[config.mk]
export PLATFORM = sky130hd
export DESIGN_NAME = wdt_two_stage
export DESIGN_NICKNAME = d
export VERILOG_FILES = /design/src/rtl/wdt_pkg.sv /design/src/rtl/wdt_prescale.sv /design/src/rtl/wdt_countdown.sv /design/src/rtl/wdt_alarm.sv /design/src/rtl/wdt_regs.sv /design/src/rtl/wdt_two_stage.sv
export SDC_FILE = /design/constraint.sdc
export NUM_CORES = 1
export LEC_CHECK = 0
export BUFFER_PORTS_ARGS = -buffer_cell sky130_fd_sc_hd__buf_2
export CORE_ASPECT_RATIO = 1.2
export CORE_UTILIZATION = 51
export DETAILED_ROUTE_END_ITERATION = 16
export HOLD_SLACK_MARGIN = 0.08
export PLACE_DENSITY = 0.72
export SLEW_MARGIN = 20
export SYNTH_ARGS = -nofsm -noshare
export SYNTH_HDL_FRONTEND = slang
export SYNTH_SLANG_ARGS = --single-unit
[constraint.sdc]
create_clock -name clk -period 2.05 [get_ports clk]
set_input_delay 0.205 -clock clk [delete_from_list [all_inputs] [get_ports clk]]
set_output_delay 0.205 -clock clk [all_outputs]
set_load 0.05 [all_outputs]
[src/rtl/wdt_pkg.sv]
package wdt_pkg;

  localparam int DATA_W = 16;
  localparam int ADDR_W = 3;

  typedef enum logic [ADDR_W-1:0] {
    RA_TMO   = 3'd0,
    RA_KICK  = 3'd1,
    RA_CTRL  = 3'd2,
    RA_STS1  = 3'd3,
    RA_STS2  = 3'd4,
    RA_IRQEN = 3'd5,
    RA_GCTL  = 3'd6
  } wdt_addr_e;

  localparam int CTRL_HALT_BIT  = 11;
  localparam int CTRL_ARMED_BIT = 9;
  localparam int STS1_TO_BIT    = 3;
  localparam int STS2_SEC_BIT   = 1;
  localparam int STS2_BOOT_BIT  = 2;
  localparam int IRQEN_BIT      = 0;
  localparam int GCTL_INH_BIT   = 5;

  localparam int MIN_TICKS = 2;

endpackage

[src/rtl/wdt_prescale.sv]
module wdt_prescale #(
  parameter int PRESC = 4
) (
  input  logic clk,
  input  logic rst_n,
  input  logic run,
  input  logic restart,
  output logic tick
);

  localparam int PW = (PRESC > 1) ? $clog2(PRESC) : 1;
  localparam logic [PW-1:0] LAST = PW'(PRESC - 1);

  logic [PW-1:0] pcnt_q, pcnt_d;
  logic          pcnt_en;

  always_comb begin
    pcnt_en = 1'b1;
    pcnt_d  = pcnt_q;
    if (restart || !run) begin
      pcnt_d = '0;
    end else if (pcnt_q == LAST) begin
      pcnt_d = '0;
    end else begin
      pcnt_d = pcnt_q + PW'(1);
    end
    if (pcnt_d == pcnt_q) pcnt_en = 1'b0;
  end

  always_ff @(posedge clk or negedge rst_n) begin
    if (!rst_n) begin
      pcnt_q <= '0;
    end else if (pcnt_en) begin
      pcnt_q <= pcnt_d;
    end
  end

  assign tick = run && !restart && (pcnt_q == LAST);

endmodule

[src/rtl/wdt_countdown.sv]
module wdt_countdown #(
  parameter int                CNT_W   = 10,
  parameter logic [CNT_W-1:0]  CNT_RST = 4
) (
  input  logic             clk,
  input  logic             rst_n,
  input  logic             kick,
  input  logic             tick,
  input  logic [CNT_W-1:0] load_val,
  output logic [CNT_W-1:0] count,
  output logic             armed,
  output logic             first_exp,
  output logic             second_exp
);

  logic [CNT_W-1:0] cnt_q, cnt_d;
  logic             armed_q, armed_d;
  logic             expire;
  logic             upd_en;

  assign expire     = tick && !kick && (cnt_q == CNT_W'(1));
  assign first_exp  = expire && !armed_q;
  assign second_exp = expire && armed_q;

  always_comb begin
    cnt_d   = cnt_q;
    armed_d = armed_q;
    if (kick) begin
      cnt_d   = load_val;
      armed_d = 1'b0;
    end else if (expire) begin
      cnt_d   = load_val;
      armed_d = !armed_q;
    end else if (tick) begin
      cnt_d   = cnt_q - CNT_W'(1);
    end
    upd_en = kick || tick;
  end

  always_ff @(posedge clk or negedge rst_n) begin
    if (!rst_n) begin
      cnt_q   <= CNT_RST;
      armed_q <= 1'b0;
    end else if (upd_en) begin
      cnt_q   <= cnt_d;
      armed_q <= armed_d;
    end
  end

  assign count = cnt_q;
  assign armed = armed_q;

endmodule

[src/rtl/wdt_alarm.sv]
module wdt_alarm #(
  parameter int HOLD = 16
) (
  input  logic clk,
  input  logic rst_n,
  input  logic first_exp,
  input  logic second_exp,
  input  logic irq_en,
  input  logic inhibit,
  output logic irq,
  output logic rst_req
);

  localparam int HW = $clog2(HOLD + 1);

  logic          irq_q, irq_d;
  logic [HW-1:0] hold_q, hold_d;
  logic          hold_en;

  always_comb begin
    irq_d   = first_exp && irq_en;
    hold_d  = hold_q;
    hold_en = 1'b0;
    if (second_exp && !inhibit) begin
      hold_d  = HW'(HOLD);
      hold_en = 1'b1;
    end else if (hold_q != '0) begin
      hold_d  = hold_q - HW'(1);
      hold_en = 1'b1;
    end
  end

  always_ff @(posedge clk or negedge rst_n) begin
    if (!rst_n) begin
      irq_q <= 1'b0;
    end else begin
      irq_q <= irq_d;
    end
  end

  always_ff @(posedge clk or negedge rst_n) begin
    if (!rst_n) begin
      hold_q <= '0;
    end else if (hold_en) begin
      hold_q <= hold_d;
    end
  end

  assign irq     = irq_q;
  assign rst_req = (hold_q != '0);

endmodule

[src/rtl/wdt_regs.sv]
module wdt_regs
  import wdt_pkg::*;
#(
  parameter int                CNT_W     = 10,
  parameter logic [DATA_W-1:0] TMO_RESET = 16'h0004
) (
  input  logic              clk,
  input  logic              por_n,
  input  logic              rst_n,
  input  logic              bus_en,
  input  logic              bus_we,
  input  logic [ADDR_W-1:0] bus_addr,
  input  logic [DATA_W-1:0] bus_wdata,
  output logic [DATA_W-1:0] bus_rdata,
  input  logic              inhibit_lock,
  input  logic [CNT_W-1:0]  count,
  input  logic              armed,
  input  logic              first_exp,
  input  logic              second_exp,
  output logic [DATA_W-1:0] tmo_val,
  output logic              halt,
  output logic              kick,
  output logic              irq_en,
  output logic              inhibit_eff,
  output logic              second_flag
);

  logic              wr;
  logic              wr_tmo, wr_ctrl, wr_sts1, wr_sts2, wr_irqen, wr_gctl;

  logic [DATA_W-1:0] tmo_q, tmo_d;
  logic              halt_q, halt_d;
  logic              to1_q, to1_d;
  logic              irqen_q, irqen_d;
  logic              inh_q, inh_d;
  logic              sec_q, sec_d;
  logic              boot_q, boot_d;

  assign wr       = bus_en && bus_we;
  assign wr_tmo   = wr && (bus_addr == RA_TMO);
  assign kick     = wr && (bus_addr == RA_KICK);
  assign wr_ctrl  = wr && (bus_addr == RA_CTRL);
  assign wr_sts1  = wr && (bus_addr == RA_STS1);
  assign wr_sts2  = wr && (bus_addr == RA_STS2);
  assign wr_irqen = wr && (bus_addr == RA_IRQEN);
  assign wr_gctl  = wr && (bus_addr == RA_GCTL);

  // next state, system-reset domain
  always_comb begin
    tmo_d   = wr_tmo   ? bus_wdata                : tmo_q;
    halt_d  = wr_ctrl  ? bus_wdata[CTRL_HALT_BIT] : halt_q;
    irqen_d = wr_irqen ? bus_wdata[IRQEN_BIT]     : irqen_q;
    inh_d   = (wr_gctl && !inhibit_lock) ? bus_wdata[GCTL_INH_BIT] : inh_q;
    if (first_exp) begin
      to1_d = 1'b1;
    end else if (wr_sts1 && bus_wdata[STS1_TO_BIT]) begin
      to1_d = 1'b0;
    end else begin
      to1_d = to1_q;
    end
  end

  // next state, power-on domain; a second-timeout clear takes the write
  always_comb begin
    if (second_exp) begin
      sec_d = 1'b1;
    end else if (wr_sts2 && bus_wdata[STS2_SEC_BIT]) begin
      sec_d = 1'b0;
    end else begin
      sec_d = sec_q;
    end
    if (wr_sts2 && bus_wdata[STS2_BOOT_BIT] && !bus_wdata[STS2_SEC_BIT]) begin
      boot_d = 1'b0;
    end else begin
      boot_d = boot_q;
    end
  end

  always_ff @(posedge clk or negedge rst_n) begin
    if (!rst_n) begin
      tmo_q   <= TMO_RESET;
      halt_q  <= 1'b1;
      to1_q   <= 1'b0;
      irqen_q <= 1'b0;
      inh_q   <= 1'b1;
    end else begin
      tmo_q   <= tmo_d;
      halt_q  <= halt_d;
      to1_q   <= to1_d;
      irqen_q <= irqen_d;
      inh_q   <= inh_d;
    end
  end

  always_ff @(posedge clk or negedge por_n) begin
    if (!por_n) begin
      sec_q  <= 1'b0;
      boot_q <= 1'b1;
    end else begin
      sec_q  <= sec_d;
      boot_q <= boot_d;
    end
  end

  assign inhibit_eff = inh_q || inhibit_lock;

  always_comb begin
    bus_rdata = '0;
    case (wdt_addr_e'(bus_addr))
      RA_TMO:   bus_rdata = tmo_q;
      RA_KICK:  bus_rdata[CNT_W-1:0] = count;
      RA_CTRL: begin
        bus_rdata[CTRL_HALT_BIT]  = halt_q;
        bus_rdata[CTRL_ARMED_BIT] = armed;
      end
      RA_STS1:  bus_rdata[STS1_TO_BIT] = to1_q;
      RA_STS2: begin
        bus_rdata[STS2_SEC_BIT]  = sec_q;
        bus_rdata[STS2_BOOT_BIT] = boot_q;
      end
      RA_IRQEN: bus_rdata[IRQEN_BIT] = irqen_q;
      RA_GCTL:  bus_rdata[GCTL_INH_BIT] = inhibit_eff;
      default:  bus_rdata = '0;
    endcase
  end

  assign tmo_val     = tmo_q;
  assign halt        = halt_q;
  assign irq_en      = irqen_q;
  assign second_flag = sec_q;

endmodule

[src/rtl/wdt_two_stage.sv]
module wdt_two_stage
  import wdt_pkg::*;
#(
  parameter int                CNT_W     = 10,
  parameter int                PRESC     = 1000,
  parameter int                HOLD      = 16,
  parameter logic [DATA_W-1:0] TMO_RESET = 16'h0004
) (
  input  logic              clk,
  input  logic              por_n,
  input  logic              rst_n,
  input  logic              bus_en,
  input  logic              bus_we,
  input  logic [ADDR_W-1:0] bus_addr,
  input  logic [DATA_W-1:0] bus_wdata,
  output logic [DATA_W-1:0] bus_rdata,
  input  logic              inhibit_lock,
  output logic              mgmt_irq,
  output logic              sys_rst_req
);

  localparam logic [CNT_W-1:0] MIN_CNT   = CNT_W'(MIN_TICKS);
  localparam logic [CNT_W-1:0] RST_FIELD = TMO_RESET[CNT_W-1:0];
  localparam logic [CNT_W-1:0] CNT_RST   = (RST_FIELD < MIN_CNT) ? MIN_CNT : RST_FIELD;

  logic [DATA_W-1:0] tmo_w;
  logic [CNT_W-1:0]  eff_w;
  logic [CNT_W-1:0]  count_w;
  logic              halt_w, kick_w, irq_en_w, inh_eff_w, sec_flag_w;
  logic              armed_w, first_w, second_w, tick_w;

  assign eff_w = (tmo_w[CNT_W-1:0] < MIN_CNT) ? MIN_CNT : tmo_w[CNT_W-1:0];

  wdt_regs #(
    .CNT_W     (CNT_W),
    .TMO_RESET (TMO_RESET)
  ) u_regs (
    .clk          (clk),
    .por_n        (por_n),
    .rst_n        (rst_n),
    .bus_en       (bus_en),
    .bus_we       (bus_we),
    .bus_addr     (bus_addr),
    .bus_wdata    (bus_wdata),
    .bus_rdata    (bus_rdata),
    .inhibit_lock (inhibit_lock),
    .count        (count_w),
    .armed        (armed_w),
    .first_exp    (first_w),
    .second_exp   (second_w),
    .tmo_val      (tmo_w),
    .halt         (halt_w),
    .kick         (kick_w),
    .irq_en       (irq_en_w),
    .inhibit_eff  (inh_eff_w),
    .second_flag  (sec_flag_w)
  );

  wdt_prescale #(
    .PRESC (PRESC)
  ) u_presc (
    .clk     (clk),
    .rst_n   (rst_n),
    .run     (!halt_w),
    .restart (kick_w),
    .tick    (tick_w)
  );

  wdt_countdown #(
    .CNT_W   (CNT_W),
    .CNT_RST (CNT_RST)
  ) u_cnt (
    .clk        (clk),
    .rst_n      (rst_n),
    .kick       (kick_w),
    .tick       (tick_w),
    .load_val   (eff_w),
    .count      (count_w),
    .armed      (armed_w),
    .first_exp  (first_w),
    .second_exp (second_w)
  );

  wdt_alarm #(
    .HOLD (HOLD)
  ) u_alarm (
    .clk        (clk),
    .rst_n      (rst_n),
    .first_exp  (first_w),
    .second_exp (second_w),
    .irq_en     (irq_en_w),
    .inhibit    (inh_eff_w),
    .irq        (mgmt_irq),
    .rst_req    (sys_rst_req)
  );

endmodule

==> summary.md <==
| Metric | Value |
|---|---|
| Part of the power in the clock network | `29.3%` |
| Core area | `5010 um2` |
| Cell-by-cell trace of the critical path | `inv_2, ha_4, or4b_4, nor3_4, nand4_2, nor3_4, a211o_1` |
| Type of the most critical hold path | `primary input to register` |
| WHS Endpoint | `u_regs.tmo_val[7]$_DFFE_PN0P_` |
| Total CTS buffers | `5` |
| Boundary pin count | `43` |
| Met1 track utilization from global routing | `32.5%` |
| Pin count of the biggest net entering global routing | `48` |
| Number of instances on the worst hold path | `3` |
| Slowest-stage cell, CP | `sky130_fd_sc_hd__or4b_4` |
| Main combinational cell family by area after synthesis | `simple AND/OR/NAND/NOR gates` |
| Number of hold-slack violations in the final timing report | `0` |
| Mux share of post-synthesis cell area | `10.8%` |
| Prevailing post-synth register cell | `sky130_fd_sc_hd__dfrtp_1` |
| Row count | `28` |
| Kind of critical path | `register to register` |
| GRT Max-Usage Layer | `met2` |
| R2R setup slack | `0.03 ns` |
| Post-synthesis async set-or-reset flop share | `100%` |
| Area Overhead vs Synth | `22.7%` |
| Achievable clock frequency | `0.495 GHz` |
| Final Cycle Share | `98.6%` |
| Critical Path Fanout Max | `5` |
| Area after detailed placement | `3080 um2` |
| Synthesis warning total | `0` |
| Sequential share of power | `47.9%` |
| # Max-Cap Violations | `0` |
| Arrival time of the worst setup path | `2.28 ns` |
| Simple-gate share of the synthesized area | `23.3%` |
| PwrDens | `839 nW/um2` |
| Worst setup skew after layout | `0.0107 ns` |
| Actual slew at the worst max-slew pin | `0.592 ns` |
| Filler Cell Count | `412` |
| Time the final worst path needs with I/O delays and setup | `2.02 ns` |
| Syn Area/Cell | `9.63 um2` |
| Net Sw Power | `0.000851 W` |
| Global-route track usage on met3 | `4.31%` |
| Wire per inst | `15.5 um` |
| Total DRC errors in the routed layout | `0` |
| Final HPWL from detailed placement | `4380 um` |
| CTS tree | `done` |
| Worst stage delay on the critical path | `0.47 ns` |
| Type of element launching the critical path | `register` |
| Number of global-route vias before repair | `2260` |
| Clk slew on worst S/H paths | `0.09 ns` |
| Post-synthesis compound-gate area fraction | `11.6%` |
| Count of endpoints failing setup in the final report | `0` |
| Hold Crit Start | `bus_wdata[7]` |
| Net count after synthesis | `309` |
| Combinational share of power | `22.8%` |
| Share of synthesized area occupied by flip-flops and latches | `45.9%` |
| Final design area excluding fillers | `3300 um2` |
| Die span in y | `81.5 um` |
| Floorplan die area | `5570 um2` |
| Most repeated cell in the gate-level netlist after synthesis | `sky130_fd_sc_hd__dfrtp_1` |
| Cell taking the most area after synthesis | `sky130_fd_sc_hd__dfrtp_1` |
| Via density per instance | `5.69` |
| XOR/XNOR share of the synthesized area | `3.26%` |
| Switching fraction of total power | `30.7%` |
| FF/Latch Area | `1230 um2` |
| Category of the worst setup path capture point | `register` |
| Nets | `371` |
| GPL Wtd Cong | `0.905` |
| Fraction of layout cells with a size suffix above 1 | `32.5%` |
| Number of port buffers | `42` |
| Critical Path Source | `u_cnt.count[1]$_DFFE_PN0P_` |
| Number of routed nets with antenna violations | `0` |
| Global-route wire length before repair | `10200 um` |
| Final worst hold slack | `0.105 ns` |
| Int Power | `0.00192 W` |
| Reg-to-reg critical path startpoint | `u_cnt.count[1]$_DFFE_PN0P_` |
| Adder and majority gate portion of the synthesized area | `2.33%` |
| H-tree level count | `2` |
| Outcome | `finished clean` |
| Req. time, crit path | `2.31 ns` |
| Count of state elements after synthesis | `49` |
| Total gr overflow | `0` |
| Deepest clock path buffer count | `2` |
| Total Wirelength | `6240 um` |
| Antenna violations before repair | `0` |
| Worst R2R End | `u_alarm.hold_q[4]$_DFFE_PN0P_` |
| Via count | `2289` |
| EDFF count, synth | `0` |
| # clock sinks | `49` |
| Die width | `68.3 um` |
| Post-synthesis cell type count | `53` |
| Commonest cells in the synthesized netlist | `44 x sky130_fd_sc_hd__dfrtp_1, 40 x sky130_fd_sc_hd__nor2_1, 17 x sky130_fd_sc_hd__mux2_2` |
| Top post-synthesis cells by area | `sky130_fd_sc_hd__dfrtp_1 41%, sky130_fd_sc_hd__mux2_2 7.1%, sky130_fd_sc_hd__nor2_1 5.6%, sky130_fd_sc_hd__dfstp_2 4.9%, sky130_fd_sc_hd__mux2i_1 3.7%` |
| Synth Instances | `279` |
| Grt met2 use | `39.6%` |
| Static leakage power | `1.51 nW` |
| Unrepaired setup endpoints after global routing | `yes` |
| Multi-input combinational cell area | `1430 um2` |
| Netlist area before placement | `2690 um2` |
| Cell occurring most often along the worst timing path | `sky130_fd_sc_hd__nor3_4` |
| Clock root buffer | `sky130_fd_sc_hd__clkbuf_8` |
| Pins Over Slew Limit | `0` |
| GR Util All Layers | `25.1%` |
| Antenna diode count | `0` |
| Starting utilization of the core area | `53.6%` |
| Area fraction of the dominant cell type after synthesis | `41.0%` |
| R2R cell count | `7` |
| Finished Core Util | `65.8%` |
| Max-slew headroom at the worst pin | `60.6%` |
| Worst-case vdd ir drop | `0.618 mV` |
| First-pass iteration count of the detailed router | `4` |
| Number of DRC violations after detailed-routing iteration 0 | `114` |
| Worst-Skew Late Latency | `0.31 ns` |
==> kinds of logic (layout without fill, tap and decap cells) <==
family | count (synthesis) | in the layout
AO/OA/AOI/OAI | 50 | 50
XOR/XNOR | 10 | 10
AND/OR/NAND/NOR | 119 | 119
buffers and inverters | 19 | 82
multiplexers | 27 | 27
adder cells (fa/ha/maj) | 5 | 5
flip-flops | 49 | 49
==> area by class of cell <==
cell class | count | share of cell area (%)
inverter | 9 | 1.02
clock buffer | 5 | 2.09
tap | 60 | 2.28
timing repair buffer | 65 | 11.9
sequential | 49 | 37.4
multi-input combinational | 211 | 43.3
clock inverter | 3 | 1.97
==> worst max-delay path: cells and delay by family, from the launching register on <==
kind                       cells  cell delay [ns]
and+or+nand+nor                4             1.23
DFF                            1             0.41
AOI/OAI and AO/OA              1             0.14
adders and majority gates      1             0.11
buffers and inverters          1             0.08
==> per-stage QoR <==
stage               instances  total power (W)  setup TNS, ns  worst slack, ns
detailed placement        390          0.00195              0           0.0675
CTS                       401          0.00278              0           0.0167
finish                    402          0.00277              0           0.0295
global route              402          0.00292         -0.271          -0.0643
floorplan                 279          0.00172              0           0.0795
global placement          390          0.00193              0           0.0884
==> power groups by stage <==
stage	clock [W]	combinational [W]	sequential, W
after detailed placement	0	0.000619	0.00133
after global routing	0.000855	0.000707	0.00136
after global placement	0	0.000607	0.00133
final	0.000811	0.000630	0.00133
after floorplan	0	0.000428	0.00129
after CTS	0.000833	0.000627	0.00132
==> per-layer routing <==
| layer | wire, um | up-vias |
|---|---|---|
| met1 | 2810 | 1085 |
| met5 | 0 | - |
| met2 | 2960 | 72 |
| met3 | 285 | 15 |
| met4 | 185 | 0 |
| li1 | - | 1117 |
==> worst max-delay path by stage <==
stage	slack (ns)	depth (start not counted)	endpoint
after floorplan	0.08	4	bus_rdata[5]
after global placement	0.09	6	u_cnt.count[4]$_DFFE_PN0P_
after detailed placement	0.07	6	u_cnt.count[4]$_DFFE_PN0P_
after CTS	0.02	6	u_cnt.count[4]$_DFFE_PN0P_
after global routing	-0.06	7	u_alarm.hold_q[4]$_DFFE_PN0P_
final	0.03	7	u_alarm.hold_q[4]$_DFFE_PN0P_
==> cell usage in the layout, fill, tap and decap left out, types with 6 or more instances in the layout <==
cell and n:
sky130_fd_sc_hd__nor2_1 40, sky130_fd_sc_hd__mux2i_1 10, sky130_fd_sc_hd__xor2_1 6, sky130_fd_sc_hd__dfrtp_1 43
sky130_fd_sc_hd__buf_4 19, sky130_fd_sc_hd__nor3_1 14, sky130_fd_sc_hd__nand2_1 16, sky130_fd_sc_hd__and2_1 6
sky130_fd_sc_hd__buf_2 42, sky130_fd_sc_hd__nand3_1 15, sky130_fd_sc_hd__mux2_2 17, sky130_fd_sc_hd__inv_1 8
sky130_fd_sc_hd__a21oi_1 14, sky130_fd_sc_hd__o21ai_0 11
==> registers in the layout, indices dropped and copies added (netlist names), 5 cells and up <==
signal,count
u_alarm.hold_q,5
u_presc.pcnt_q,10
u_cnt.count,10
u_regs.tmo_val,16
==> repair_timing <==
action | 4_1_cts | 5_1_grt
endpoints found under the hold margin | 46 | 0
gates resized for setup | 0 | 12
endpoints found under the setup margin | 0 | 9
setup buffers | 0 | 1
hold buffers | 3 | 0
Note: power is estimated with default switching activity, not from simulation.
